<file path="src/rtl/pwm_tb_pkg.sv">
package pwm_tb_pkg;

  typedef enum logic [1:0] {
    CM_UP     = 2'b00,
    CM_DOWN   = 2'b01,
    CM_UPDOWN = 2'b10,
    CM_FREEZE = 2'b11
  } cntMode_e;

  // strobes from control to datapath
  typedef struct packed {
    logic     tick;
    logic     prdWr;
    logic     prdImm;
    cntMode_e mode;
  } tbStrobe_t;

  localparam int MODE_LSB   = 0;
  localparam int LOAD_BIT   = 3;
  localparam int HSP_LSB    = 7;
  localparam int CLKDIV_LSB = 10;

  localparam logic [1:0] ADDR_CTRL = 2'd0;
  localparam logic [1:0] ADDR_PRD  = 2'd1;
  localparam logic [1:0] ADDR_CMPA = 2'd2;
  localparam logic [1:0] ADDR_CMPB = 2'd3;

endpackage

</file>
<file path="src/rtl/pwm_tb_ctrl.sv">
module pwm_tb_ctrl
  import pwm_tb_pkg::*;
#(
  parameter int CNT_W = 16,
  parameter int CD_W  = 3,
  parameter int HS_W  = 3
) (
  input  logic             clk,
  input  logic             rst,
  input  logic             wrEn,
  input  logic [1:0]       wrAddr,
  input  logic [CNT_W-1:0] wrData,
  output tbStrobe_t        strb,
  output logic [CNT_W-1:0] cmpA,
  output logic [CNT_W-1:0] cmpB
);

  // widest ratio: 2^(2^CD_W-1) * 2*(2^HS_W-1)
  localparam int PRE_W = (2 ** CD_W - 1) + HS_W + 1;

  cntMode_e         mode;
  logic             prdImm;
  logic [HS_W-1:0]  hsDiv;
  logic [CD_W-1:0]  cdDiv;
  logic [PRE_W-1:0] preCnt;
  logic [HS_W:0]    hsFactor;
  logic [PRE_W-1:0] ratio;
  logic             tick;
  logic             ctlWr;

  assign hsFactor = (hsDiv == '0) ? (HS_W+1)'(1) : {hsDiv, 1'b0};
  assign ratio    = PRE_W'(hsFactor) << cdDiv;
  assign tick     = (preCnt >= ratio - 1'b1);
  assign ctlWr    = wrEn && (wrAddr == ADDR_CTRL);

  always_ff @(posedge clk) begin
    if (rst) begin
      mode   <= CM_UP;
      prdImm <= 1'b0;
      hsDiv  <= '0;
      cdDiv  <= '0;
      cmpA   <= '0;
      cmpB   <= '0;
      preCnt <= '0;
    end else begin
      preCnt <= tick ? '0 : preCnt + 1'b1;
      if (wrEn) begin
        case (wrAddr)
          ADDR_CTRL: begin
            mode   <= cntMode_e'(wrData[MODE_LSB +: 2]);
            prdImm <= wrData[LOAD_BIT];
            hsDiv  <= wrData[HSP_LSB +: HS_W];
            cdDiv  <= wrData[CLKDIV_LSB +: CD_W];
          end
          ADDR_CMPA: cmpA <= wrData;
          ADDR_CMPB: cmpB <= wrData;
          default: ;
        endcase
      end
    end
  end

  always_comb begin
    strb        = '0;
    strb.tick   = tick;
    strb.prdWr  = wrEn && (wrAddr == ADDR_PRD);
    strb.prdImm = prdImm;
    strb.mode   = mode;
  end

  // with an unchanged ratio above one, ticks never fall on adjacent clocks
  a_r2_tick_spacing: assert property (@(posedge clk) disable iff (rst)
    (tick && !ctlWr && ratio > 1) |=> !tick);

endmodule

</file>
<file path="src/rtl/pwm_tb_dp.sv">
module pwm_tb_dp
  import pwm_tb_pkg::*;
#(
  parameter int CNT_W = 16,
  parameter int N_CH  = 2
) (
  input  logic                       clk,
  input  logic                       rst,
  input  tbStrobe_t                  strb,
  input  logic [CNT_W-1:0]           wrData,
  input  logic [N_CH-1:0][CNT_W-1:0] cmpVal,
  output logic [CNT_W-1:0]           count,
  output logic                       evZero,
  output logic                       evPeriod,
  output logic [N_CH-1:0]            evCmpUp
);

  logic [CNT_W-1:0] cnt, actPrd, shdPrd, nextCnt;
  logic             dirUp, nextDir, stepEn, frozen, rising;

  assign frozen = (strb.mode == CM_FREEZE);
  assign stepEn = strb.tick && !frozen;

  always_comb begin
    nextCnt = cnt;
    nextDir = dirUp;
    case (strb.mode)
      CM_UP: begin
        nextDir = 1'b1;
        nextCnt = (cnt >= actPrd) ? '0 : cnt + 1'b1;
      end
      CM_DOWN: begin
        nextDir = 1'b0;
        nextCnt = (cnt == '0) ? actPrd : cnt - 1'b1;
      end
      CM_UPDOWN: begin
        if (actPrd == '0) begin
          nextCnt = '0;
          nextDir = 1'b1;
        end else if (dirUp) begin
          if (cnt >= actPrd) begin
            nextCnt = cnt - 1'b1;
            nextDir = 1'b0;
          end else begin
            nextCnt = cnt + 1'b1;
          end
        end else if (cnt == '0) begin
          nextCnt = CNT_W'(1);
          nextDir = 1'b1;
        end else begin
          nextCnt = cnt - 1'b1;
        end
      end
      default: ;
    endcase
  end

  always_ff @(posedge clk) begin
    if (rst) begin
      cnt    <= '0;
      dirUp  <= 1'b1;
      actPrd <= '0;
      shdPrd <= '0;
    end else begin
      if (stepEn) begin
        cnt   <= nextCnt;
        dirUp <= nextDir;
      end
      if (stepEn && nextCnt == '0 && !strb.prdImm)
        actPrd <= shdPrd;
      if (strb.prdWr) begin
        shdPrd <= wrData;
        if (strb.prdImm)
          actPrd <= wrData;
      end
    end
  end

  assign rising   = (strb.mode == CM_UP) || (strb.mode == CM_UPDOWN && dirUp);
  assign count    = cnt;
  assign evZero   = !frozen && (cnt == '0);
  assign evPeriod = !frozen && (cnt == actPrd);

  for (genvar ch = 0; ch < N_CH; ch++) begin : g_cmp
    assign evCmpUp[ch] = !frozen && rising && (cnt == cmpVal[ch]);
  end

  // an up-mode tick below the period advances by exactly one
  a_r3_up_step: assert property (@(posedge clk) disable iff (rst)
    (strb.tick && strb.mode == CM_UP && cnt < actPrd)
      |=> cnt == CNT_W'($past(cnt) + 1'b1));

  // a down-mode tick at zero reloads the active period
  a_r4_down_reload: assert property (@(posedge clk) disable iff (rst)
    (strb.tick && strb.mode == CM_DOWN && cnt == '0) |=> cnt == $past(actPrd));

  // freeze holds the counter
  a_r6_freeze_hold: assert property (@(posedge clk) disable iff (rst)
    (strb.mode == CM_FREEZE) |=> $stable(cnt));

  // without a counting tick or an immediate write, the active period holds
  a_r7_shadow_hold: assert property (@(posedge clk) disable iff (rst)
    (!stepEn && !(strb.prdWr && strb.prdImm)) |=> $stable(actPrd));

endmodule

</file>
<file path="src/rtl/pwm_timebase.sv">
module pwm_timebase
  import pwm_tb_pkg::*;
#(
  parameter int CNT_W = 16
) (
  input  logic             clk,
  input  logic             rst,
  input  logic             wrEn,
  input  logic [1:0]       wrAddr,
  input  logic [CNT_W-1:0] wrData,
  output logic [CNT_W-1:0] count,
  output logic             evZero,
  output logic             evPeriod,
  output logic             evCmpAUp,
  output logic             evCmpBUp
);

  localparam int N_CH = 2;

  tbStrobe_t                  strb;
  logic [CNT_W-1:0]           cmpA, cmpB;
  logic [N_CH-1:0][CNT_W-1:0] cmpVal;
  logic [N_CH-1:0]            evCmpUp;

  assign cmpVal   = {cmpB, cmpA};
  assign evCmpAUp = evCmpUp[0];
  assign evCmpBUp = evCmpUp[1];

  pwm_tb_ctrl #(.CNT_W(CNT_W)) i_ctrl (
    .clk(clk), .rst(rst), .wrEn(wrEn), .wrAddr(wrAddr), .wrData(wrData),
    .strb(strb), .cmpA(cmpA), .cmpB(cmpB)
  );

  pwm_tb_dp #(.CNT_W(CNT_W), .N_CH(N_CH)) i_dp (
    .clk(clk), .rst(rst), .strb(strb), .wrData(wrData), .cmpVal(cmpVal),
    .count(count), .evZero(evZero), .evPeriod(evPeriod), .evCmpUp(evCmpUp)
  );

endmodule

</file>
<file path="config.mk">
export PLATFORM = sky130hd
export DESIGN_NAME = pwm_timebase
export DESIGN_NICKNAME = d
export VERILOG_FILES = /design/src/rtl/pwm_tb_pkg.sv /design/src/rtl/pwm_tb_ctrl.sv /design/src/rtl/pwm_tb_dp.sv /design/src/rtl/pwm_timebase.sv
export SDC_FILE = /design/constraint.sdc
export NUM_CORES = 1
export LEC_CHECK = 0
export BUFFER_PORTS_ARGS = -buffer_cell sky130_fd_sc_hd__buf_4
export CAP_MARGIN = 20
export CORE_ASPECT_RATIO = 1.5
export CORE_UTILIZATION = 40
export CTS_CLUSTER_SIZE = 30
export DETAILED_ROUTE_END_ITERATION = 7
export PLACE_DENSITY = 0.66
export SKIP_CTS_REPAIR_TIMING = 1
export SYNTH_ARGS = -nofsm -noshare
export SYNTH_HDL_FRONTEND = slang
export SYNTH_SLANG_ARGS = --single-unit
</file>
<file path="constraint.sdc">
create_clock -name clk -period 5.1 [get_ports clk]
set_input_delay 1.02 -clock clk [delete_from_list [all_inputs] [get_ports clk]]
set_output_delay 1.02 -clock clk [all_outputs]
set_load 0.02 [all_outputs]
</file>
==> reports/summary.txt, run 1 <==
OUTCOME
---------------------------------------------------------------------------------
Run status                                                           complete, no violations

CRITICAL PATH
---------------------------------------------------------------------------------
Critical Path Sink Type                                                 flip-flop
Delay-heaviest family, CP                                            compound AO/OA/AOI/OAI gates
Arrival time of the worst setup path                                      4.75 ns
Crit-path slowest cell                                                   a222oi_1
Crit path buffers/inverters                                                     2
Category of the critical setup timing path                                reg2reg
First element of the critical path                                   i_ctrl.hsDiv[2]
Data required, critical path                                              5.29 ns
Critical Path Source Type                                               flip-flop
Series of cell instances along the critical path                     inv_1, nand3_1, o21ai_0, o211ai_1, o211ai_1, a311oi_1, nand2b_1, a21oi_1, a31oi_1, ha_1, a211oi_1, nor2b_1, o21ai_0, nand2_1, a222oi_1, nand4_1, nor4_4, buf_6, mux2i_1, a211oi_1
Beginning of the worst register-to-register path                     i_ctrl.hsDiv[2]
Maximum fanout encountered on the critical timing path                         16
Slowest stage delay, CP                                                   0.44 ns

FINISH
---------------------------------------------------------------------------------
Share of post-route cells with drive strength above 1                       12.0%
Commonest non-fill, non-tap cell in the layout                            nand2_1
Net count of the finished layout                                              957
Number of cells in the finished layout apart from fillers                    1115
Count of antenna diodes in the layout                                           0
Area Overhead vs Synth                                                      13.2%
Leading cell types in the layout, fill and taps excluded             134 x nand2_1, 97 x nor2_1, 97 x dfxtp_1, 90 x a21oi_1, 70 x buf_4
Fillers                                                                      1609
Sequential cell area                                                     2030 um2
Multi-input combinational cell area                                      4230 um2
Non-Filler Cell Area, Final                                              7500 um2

GLOBAL ROUTING
---------------------------------------------------------------------------------
Number of antenna violations at the first check in global routing               0
GRT Residual Overflow                                                           0
Met1 Track Usage GR                                                         31.3%
Gr usage total                                                              26.9%
Global-route layer with the greatest usage                                   met2
Vias in the first global route                                               6473
Wire length of the first global-routing pass                             35300 um
GRT met3 Usage                                                              3.93%
Met2 usage                                                                  44.1%
Pin count of the biggest net entering global routing                           58

LOGIC SYNTHESIS
---------------------------------------------------------------------------------
Post-synth design cell area                                              6620 um2
Synthesis-stage register bit count                                            101
Post-synthesis area per instance                                         7.51 um2
Sequential area share after synthesis                                       30.5%
Share of the synthesized area in the top cell type                          30.5%
Post-synthesis cell type with the largest combined area                   dfxtp_1
Top_reg_cell synth                                                        dfxtp_1
Count of mapped cells out of synthesis                                        882
Number of enable flip-flop cells after synthesis                                0
Net count after synthesis                                                     935
Yosys warnings                                                                  0
Ys async rst share                                                             0%
Synth unique cells                                                             63
Ranking of synthesized cells by area                                 dfxtp_1 31%, nand2_1 7.6%, a21oi_1 6.8%, xnor2_1 6.1%, ha_1 6.0%

DRT
---------------------------------------------------------------------------------
Total wire length                                                        22000 um
Via/cell ratio                                                               5.92
Antenna-violating nets left                                                     0
Detailed Routing Iterations Pass 1                                              5
Detailed-route wire length per cell                                       19.8 um
Starting DRT DRC Count                                                        506
DRC violations left                                                             0
Routed vias                                                                  6604

STA
---------------------------------------------------------------------------------
Final Slew Violations                                                           0
Endpoints failing hold                                                          0
Final critical-path required period                                       4.56 ns
Max-Slew Margin vs Limit                                                    31.6%
Setup-violating endpoint count in the final report                              0
Timing-limited maximum frequency                                          219 MHz
Setup repair after global routing missed its margin                            no
Min setup slack post-route                                               0.537 ns
Slew at the pin closest to its max-slew limit                             1.02 ns
Setup total negative slack                                                   0 ns
Smallest hold slack                                                      0.460 ns
Final cycle utilization of the critical path                                89.5%
Worst clock skew                                                        0.0171 ns

PLACE
---------------------------------------------------------------------------------
Final weighted congestion in routability-driven placement                    1.05
Worst Setup Slack post-DPL                                               0.441 ns
Count of buffers inserted at the top-level ports                               40
Area after detailed placement                                            7170 um2
Detailed placer's ending HPWL                                            16300 um
Number of cells after detailed placement                                     1098

DIE
---------------------------------------------------------------------------------
Die footprint                                                           17100 um2
Width of the die                                                           107 um
Core Rows                                                                      57
Core Box Area                                                           16200 um2
I/O pin total                                                                  41
Initial Util                                                                40.9%
Die Height                                                                 160 um

CLOCKING
---------------------------------------------------------------------------------
Total clock buffers created by CTS                                              9
Total number of H-tree levels                                                   3
Register clock-pin slew on the reported worst setup and hold paths        0.08 ns
Library cell used as clock root buffer                                  clkbuf_16
Number of buffers between clock root and the deepest sink                       2
Insertion delay of the later-clocked pin in the worst-skew pair           0.36 ns
Clk sink count                                                                101
TritonCTS clock tree                                                        built

POWER
---------------------------------------------------------------------------------
Leak Pwr                                                                  2.77 nW
IR Drop Worst-Case VDD                                                     296 uV
Power per standard cell area                                           511 nW/um2

MIN PATH
---------------------------------------------------------------------------------
Class of the tightest hold or removal check                               reg2reg
Hold path startpoint                                                 i_dp.shdPrd[15]

JOB
---------------------------------------------------------------------------------
Reported max-cap violation count                                                0

[layout make-up]
cell class | count | area share, %
Inverter | 35 | 1.75
Multi-Input combinational cell | 686 | 56.4
Sequential cell | 101 | 27.0
Tap cell | 206 | 3.44
Timing Repair Buffer | 71 | 7.16
Clock buffer | 9 | 3.00
Clock inverter | 7 | 1.18
[logic make-up after synthesis]
logic type,count (synthesis),share of synthesized area [%]
adders and majority gates,32,6.05
muxes,28,4.25
and+or+nand+nor,350,24.3
DFF,101,30.5
buffers and inverters,95,5.67
xor gates and xnor gates,65,8.60
AOI/OAI and AO/OA,211,20.6
[Yosys cell counts, types with 2 or more instances]
cell type  instances
o311a_1            5
xnor2_1           46
a311oi_1           2
nor2_1            97
nand2_1          134
o32ai_1            3
o22ai_1            3
o31ai_1            4
or2_2              7
and2_1             4
a222oi_1           2
a211oi_1          27
nand2b_1           6
or3_1              5
o21ai_2            2
nand4_1           24
clkbuf_1          53
o211ai_1           5
buf_6              2
xor2_1            19
a2111oi_0          3
a21oi_1           90
ha_1              32
a21o_1             4
a31oi_1            5
nor3_1            17
o21ai_0           26
nor2b_1            3
buf_1              4
o21bai_1           2
mux2i_1           27
o21a_1             8
or4_1              5
and3_1             8
nand3_1           22
inv_1             34
nor4_1             7
dfxtp_1          101
nor3b_1            3
o221ai_1           8
[power breakdown]
group | internal (mW) | switching (mW)
clock | 0.354 | 0.369
sequential | 0.848 | 0.0863
combinational | 0.833 | 1.34
total | 2.04 | 1.80
[stage by stage]
stage | util [%] | total power, mW
floorplan | - | 2.40
global placement | 44.3 | 3.05
detailed placement | 44.3 | 3.05
CTS | 46.2 | 3.78
global route | 46.3 | 4.05
finish | 46.3 | 3.83
[worst paths after layout]
kind	end	slack (ns)	depth (start not counted)
hold / removal	i_dp.shdPrd[15]	0.46	2
setup / recovery	i_dp.actPrd[12]	0.54	20
setup reg to reg	i_dp.actPrd[12]	0.54	20
hold reg to reg	i_dp.shdPrd[15]	0.46	2
[state kept, by name, summed over array words and instances, names as in the netlist]
signal	count
i_ctrl.cmpA	16
i_ctrl.cmpB	16
i_dp.actPrd	16
i_dp.count	16
i_dp.shdPrd	16
i_ctrl.preCnt	11
i_ctrl.cdDiv	3
i_ctrl.hsDiv	3
i_ctrl.mode	2
i_ctrl.prdImm	1
i_dp.dirUp	1
[routing by layer]
layer / vias to the layer above / part of all wire [%]
li1: 3149 / -
met1: 3094 / 39
met2: 269 / 47
met3: 92 / 5.7
met4: 0 / 7.7
met5: - / 0
[worst min-delay path: stages, from the launching register on]
cell and delay, ns:
dfxtp_1 0.31, nand2_1 0.05, a21oi_1 0.05
No activity file was read; power rests on OpenSTA's default activity.
==> inputs of run 2 (changes only) <==
--- a/config.mk
+++ b/config.mk
@@ -8,10 +8,10 @@
 export BUFFER_PORTS_ARGS = -buffer_cell sky130_fd_sc_hd__buf_4
 export CAP_MARGIN = 20
 export CORE_ASPECT_RATIO = 1.5
+export CORE_MARGIN = 2
 export CORE_UTILIZATION = 40
 export CTS_CLUSTER_SIZE = 30
 export DETAILED_ROUTE_END_ITERATION = 7
-export PLACE_DENSITY = 0.66
 export SKIP_CTS_REPAIR_TIMING = 1
 export SYNTH_ARGS = -nofsm -noshare
 export SYNTH_HDL_FRONTEND = slang
==> run 2 against run 1 <==
  * Cell area fell by 0.17%
  * Flip-flop and latch count did not move
  * Clock skew is 0.0075 ns lower
==> reports/summary.txt, run 2 (synthesis gave the netlist of run 1 again) <==
GLOBAL ROUTING
---------------------------------------------------------------------------------
Gr usage total                                                              25.6%   -1.3 points
Pin count of the biggest net entering global routing                           89   +53%
Vias in the first global route                                               6095   -5.8%
Number of antenna violations at the first check in global routing               0   unchanged
GRT Residual Overflow                                                           0   unchanged
Wire length of the first global-routing pass                             34600 um   -2.0%

POWER
---------------------------------------------------------------------------------
Power per standard cell area                                           513 nW/um2   +0.36%
IR Drop Worst-Case VDD                                                     240 uV   -19%
Leak Pwr                                                                  2.76 nW   -0.44%
Overall Power                                                             3.84 mW   +0.19%

PLACE
---------------------------------------------------------------------------------
Final weighted congestion in routability-driven placement                    1.02   -2.8%
Detailed placer's ending HPWL                                            16200 um   -1.0%
Number of cells after detailed placement                                     1097   -0.091%
Count of buffers inserted at the top-level ports                               40   unchanged
Worst Setup Slack post-DPL                                               0.538 ns   +0.0974 ns
Area after detailed placement                                            7170 um2   about the same

FINISH
---------------------------------------------------------------------------------
Commonest non-fill, non-tap cell in the layout                            nand2_1
Number of cells in the finished layout apart from fillers                    1115   unchanged
Fillers                                                                      1665   +3.5%
Count of antenna diodes in the layout                                           0   unchanged
Net count of the finished layout                                              957   unchanged
Non-Filler Cell Area, Final                                              7480 um2   -0.17%
Area Overhead vs Synth                                                      13.0%
Leading cell types in the layout, fill and taps excluded             134 x nand2_1, 100 x dfxtp_1, 97 x nor2_1, 90 x a21oi_1, 69 x buf_4
Share of post-route cells with drive strength above 1                       11.7%   -0.33 points
Utilization of the core after routing                                       46.2%   -0.077 points

STA
---------------------------------------------------------------------------------
Max-Slew Margin vs Limit                                                    32.9%   +1.3 points
Final critical-path required period                                       4.64 ns   +0.0789 ns
Slew at the pin closest to its max-slew limit                             1.01 ns   -0.0156 ns
Smallest hold slack                                                      0.458 ns   -0.00201 ns
Min setup slack post-route                                               0.458 ns   -0.0789 ns
Worst clock skew                                                       0.00960 ns   -0.00746 ns
Setup repair after global routing missed its margin                            no
Endpoints failing hold                                                          0   unchanged
Final cycle utilization of the critical path                                91.0%   +1.5 points
Timing-limited maximum frequency                                          215 MHz   -1.7%
Final Slew Violations                                                           0   unchanged
Setup total negative slack                                                   0 ns   unchanged
Setup-violating endpoint count in the final report                              0   unchanged

DRT
---------------------------------------------------------------------------------
Via/cell ratio                                                               5.85   -1.2%
Starting DRT DRC Count                                                        415   -18%
Detailed-route wire length per cell                                       19.7 um   -0.36%
Detailed Routing Iterations Pass 1                                              6   +1
Antenna-violating nets left                                                     0   unchanged
DRC violations left                                                             0   unchanged
Routed vias                                                                  6528   -1.2%
Total wire length                                                        22000 um   -0.36%

CLOCKING
---------------------------------------------------------------------------------
Total clock buffers created by CTS                                              9   unchanged
Library cell used as clock root buffer                                  clkbuf_16
Total number of H-tree levels                                                   3   unchanged
TritonCTS clock tree                                                        built
Insertion delay of the later-clocked pin in the worst-skew pair           0.36 ns   about the same
Number of buffers between clock root and the deepest sink                       2   unchanged
Clk sink count                                                                101   unchanged
Register clock-pin slew on the reported worst setup and hold paths        0.08 ns   about the same

CRITICAL PATH
---------------------------------------------------------------------------------
CP dominant cell by count                                                a211oi_1
Number of cell instances on the worst register-to-register path                14   -30%
Arrival time of the worst setup path                                      4.89 ns   +0.14 ns
Data required, critical path                                              5.35 ns   +0.06 ns
Crit-path slowest cell                                                   a211oi_1
Register-to-register setup slack                                          0.46 ns   -0.08 ns
Maximum fanout encountered on the critical timing path                         16   unchanged
Destination of the worst register-to-register timing path            i_dp.actPrd[10]
Slowest stage delay, CP                                                   0.69 ns   +0.25 ns
Beginning of the worst register-to-register path                     i_dp.actPrd[8]
Critical Path Sink Type                                                 flip-flop
Series of cell instances along the critical path                     inv_1, ha_1, nand4_1, or4_1, o31ai_1, nor3_1, a211oi_1, a311oi_1, o21a_1, a21oi_1, nor4_4, buf_12, mux2i_1, a211oi_1
Critical Path Source Type                                               flip-flop
Category of the critical setup timing path                                reg2reg

MIN PATH
---------------------------------------------------------------------------------
Worst hold path cell count                                                      2   unchanged
Class of the tightest hold or removal check                               reg2reg
Worst-case hold path end point                                       i_dp.shdPrd[8]
Hold path startpoint                                                 i_dp.shdPrd[8]

DIE
---------------------------------------------------------------------------------
Width of the die                                                           109 um   +1.9%
I/O pin total                                                                  41   unchanged
Core Rows                                                                      57   unchanged
Core Box Area                                                           16200 um2   unchanged
Die footprint                                                           17600 um2   +3.1%
Initial Util                                                                40.9%   unchanged
Die Height                                                                 162 um   +1.3%

OUTCOME
---------------------------------------------------------------------------------
Run status                                                           complete, no violations

JOB
---------------------------------------------------------------------------------
Reported max-cap violation count                                                0   unchanged

==> run 2: cell types whose count changed in the layout (fill, tap and decap cells not counted) <==
| cell | change |
|---|---|
| buf_4 | -1 |
| buf_12 | +1 |
| clkinv_8 | -2 |
| dfxtp_1 | +3 |
| clkinvlp_4 | +2 |
| clkinv_4 | -1 |
| clkinv_2 | +1 |
| dfxtp_2 | -3 |
==> run 2: routing by layer <==
metal  track usage (%)  up-vias  part of all wire, %  wire length, um
met4              11.3        0                  4.3              942
met1              32.6     3063                   41             9110
li1                  -     3153                    -                -
met3              3.75       56                  5.8             1280
met2              42.2      256                   48            10600
met5                 0        -                    0                0
==> run 2: critical path, delay by kind of cell (launching register included) <==
family | cells | cell delay (ns)
AO/OA/AOI/OAI | 6 | 2.35
AND/OR/NAND/NOR | 4 | 1.03
flip-flops | 1 | 0.39
buffers and inverters | 2 | 0.35
adder cells (fa/ha/maj) | 1 | 0.31
multiplexers | 1 | 0.12
==> run 2: final cells by class <==
cell class | count | area, um2 | area share, %
clock buffer | 9 | 225 | 3.01
clock inverter | 7 | 67.6 | 0.903
inverter | 35 | 131 | 1.76
multi-input combinational | 686 | 4230 | 56.5
sequential | 101 | 2020 | 27.0
tap | 206 | 258 | 3.44
timing repair buffer | 71 | 549 | 7.34
==> run 2: worst max path at each step <==
| stage | slack (ns) | cells past startpoint | startpoint | end |
|---|---|---|---|---|
| floorplan | 0.52 | 16 | i_dp.count[0] | i_dp.actPrd[10] |
| global placement | 0.63 | 20 | i_ctrl.hsDiv[0] | i_dp.actPrd[4] |
| detailed placement | 0.54 | 20 | i_ctrl.hsDiv[0] | i_dp.actPrd[10] |
| CTS | 0.49 | 20 | i_ctrl.hsDiv[0] | i_dp.actPrd[10] |
| global route | 0.06 | 20 | i_ctrl.hsDiv[2] | i_dp.actPrd[10] |
| finish | 0.46 | 14 | i_dp.actPrd[8] | i_dp.actPrd[10] |
==> run 2: where the power goes <==
part / internal (mW) / total (mW) / switching, mW / leakage [nW]
Combinational: 0.863 / 2.17 / 1.31 / 1.80
Sequential: 0.848 / 0.962 / 0.114 / 0.820
Clock: 0.344 / 0.703 / 0.359 / 0.139
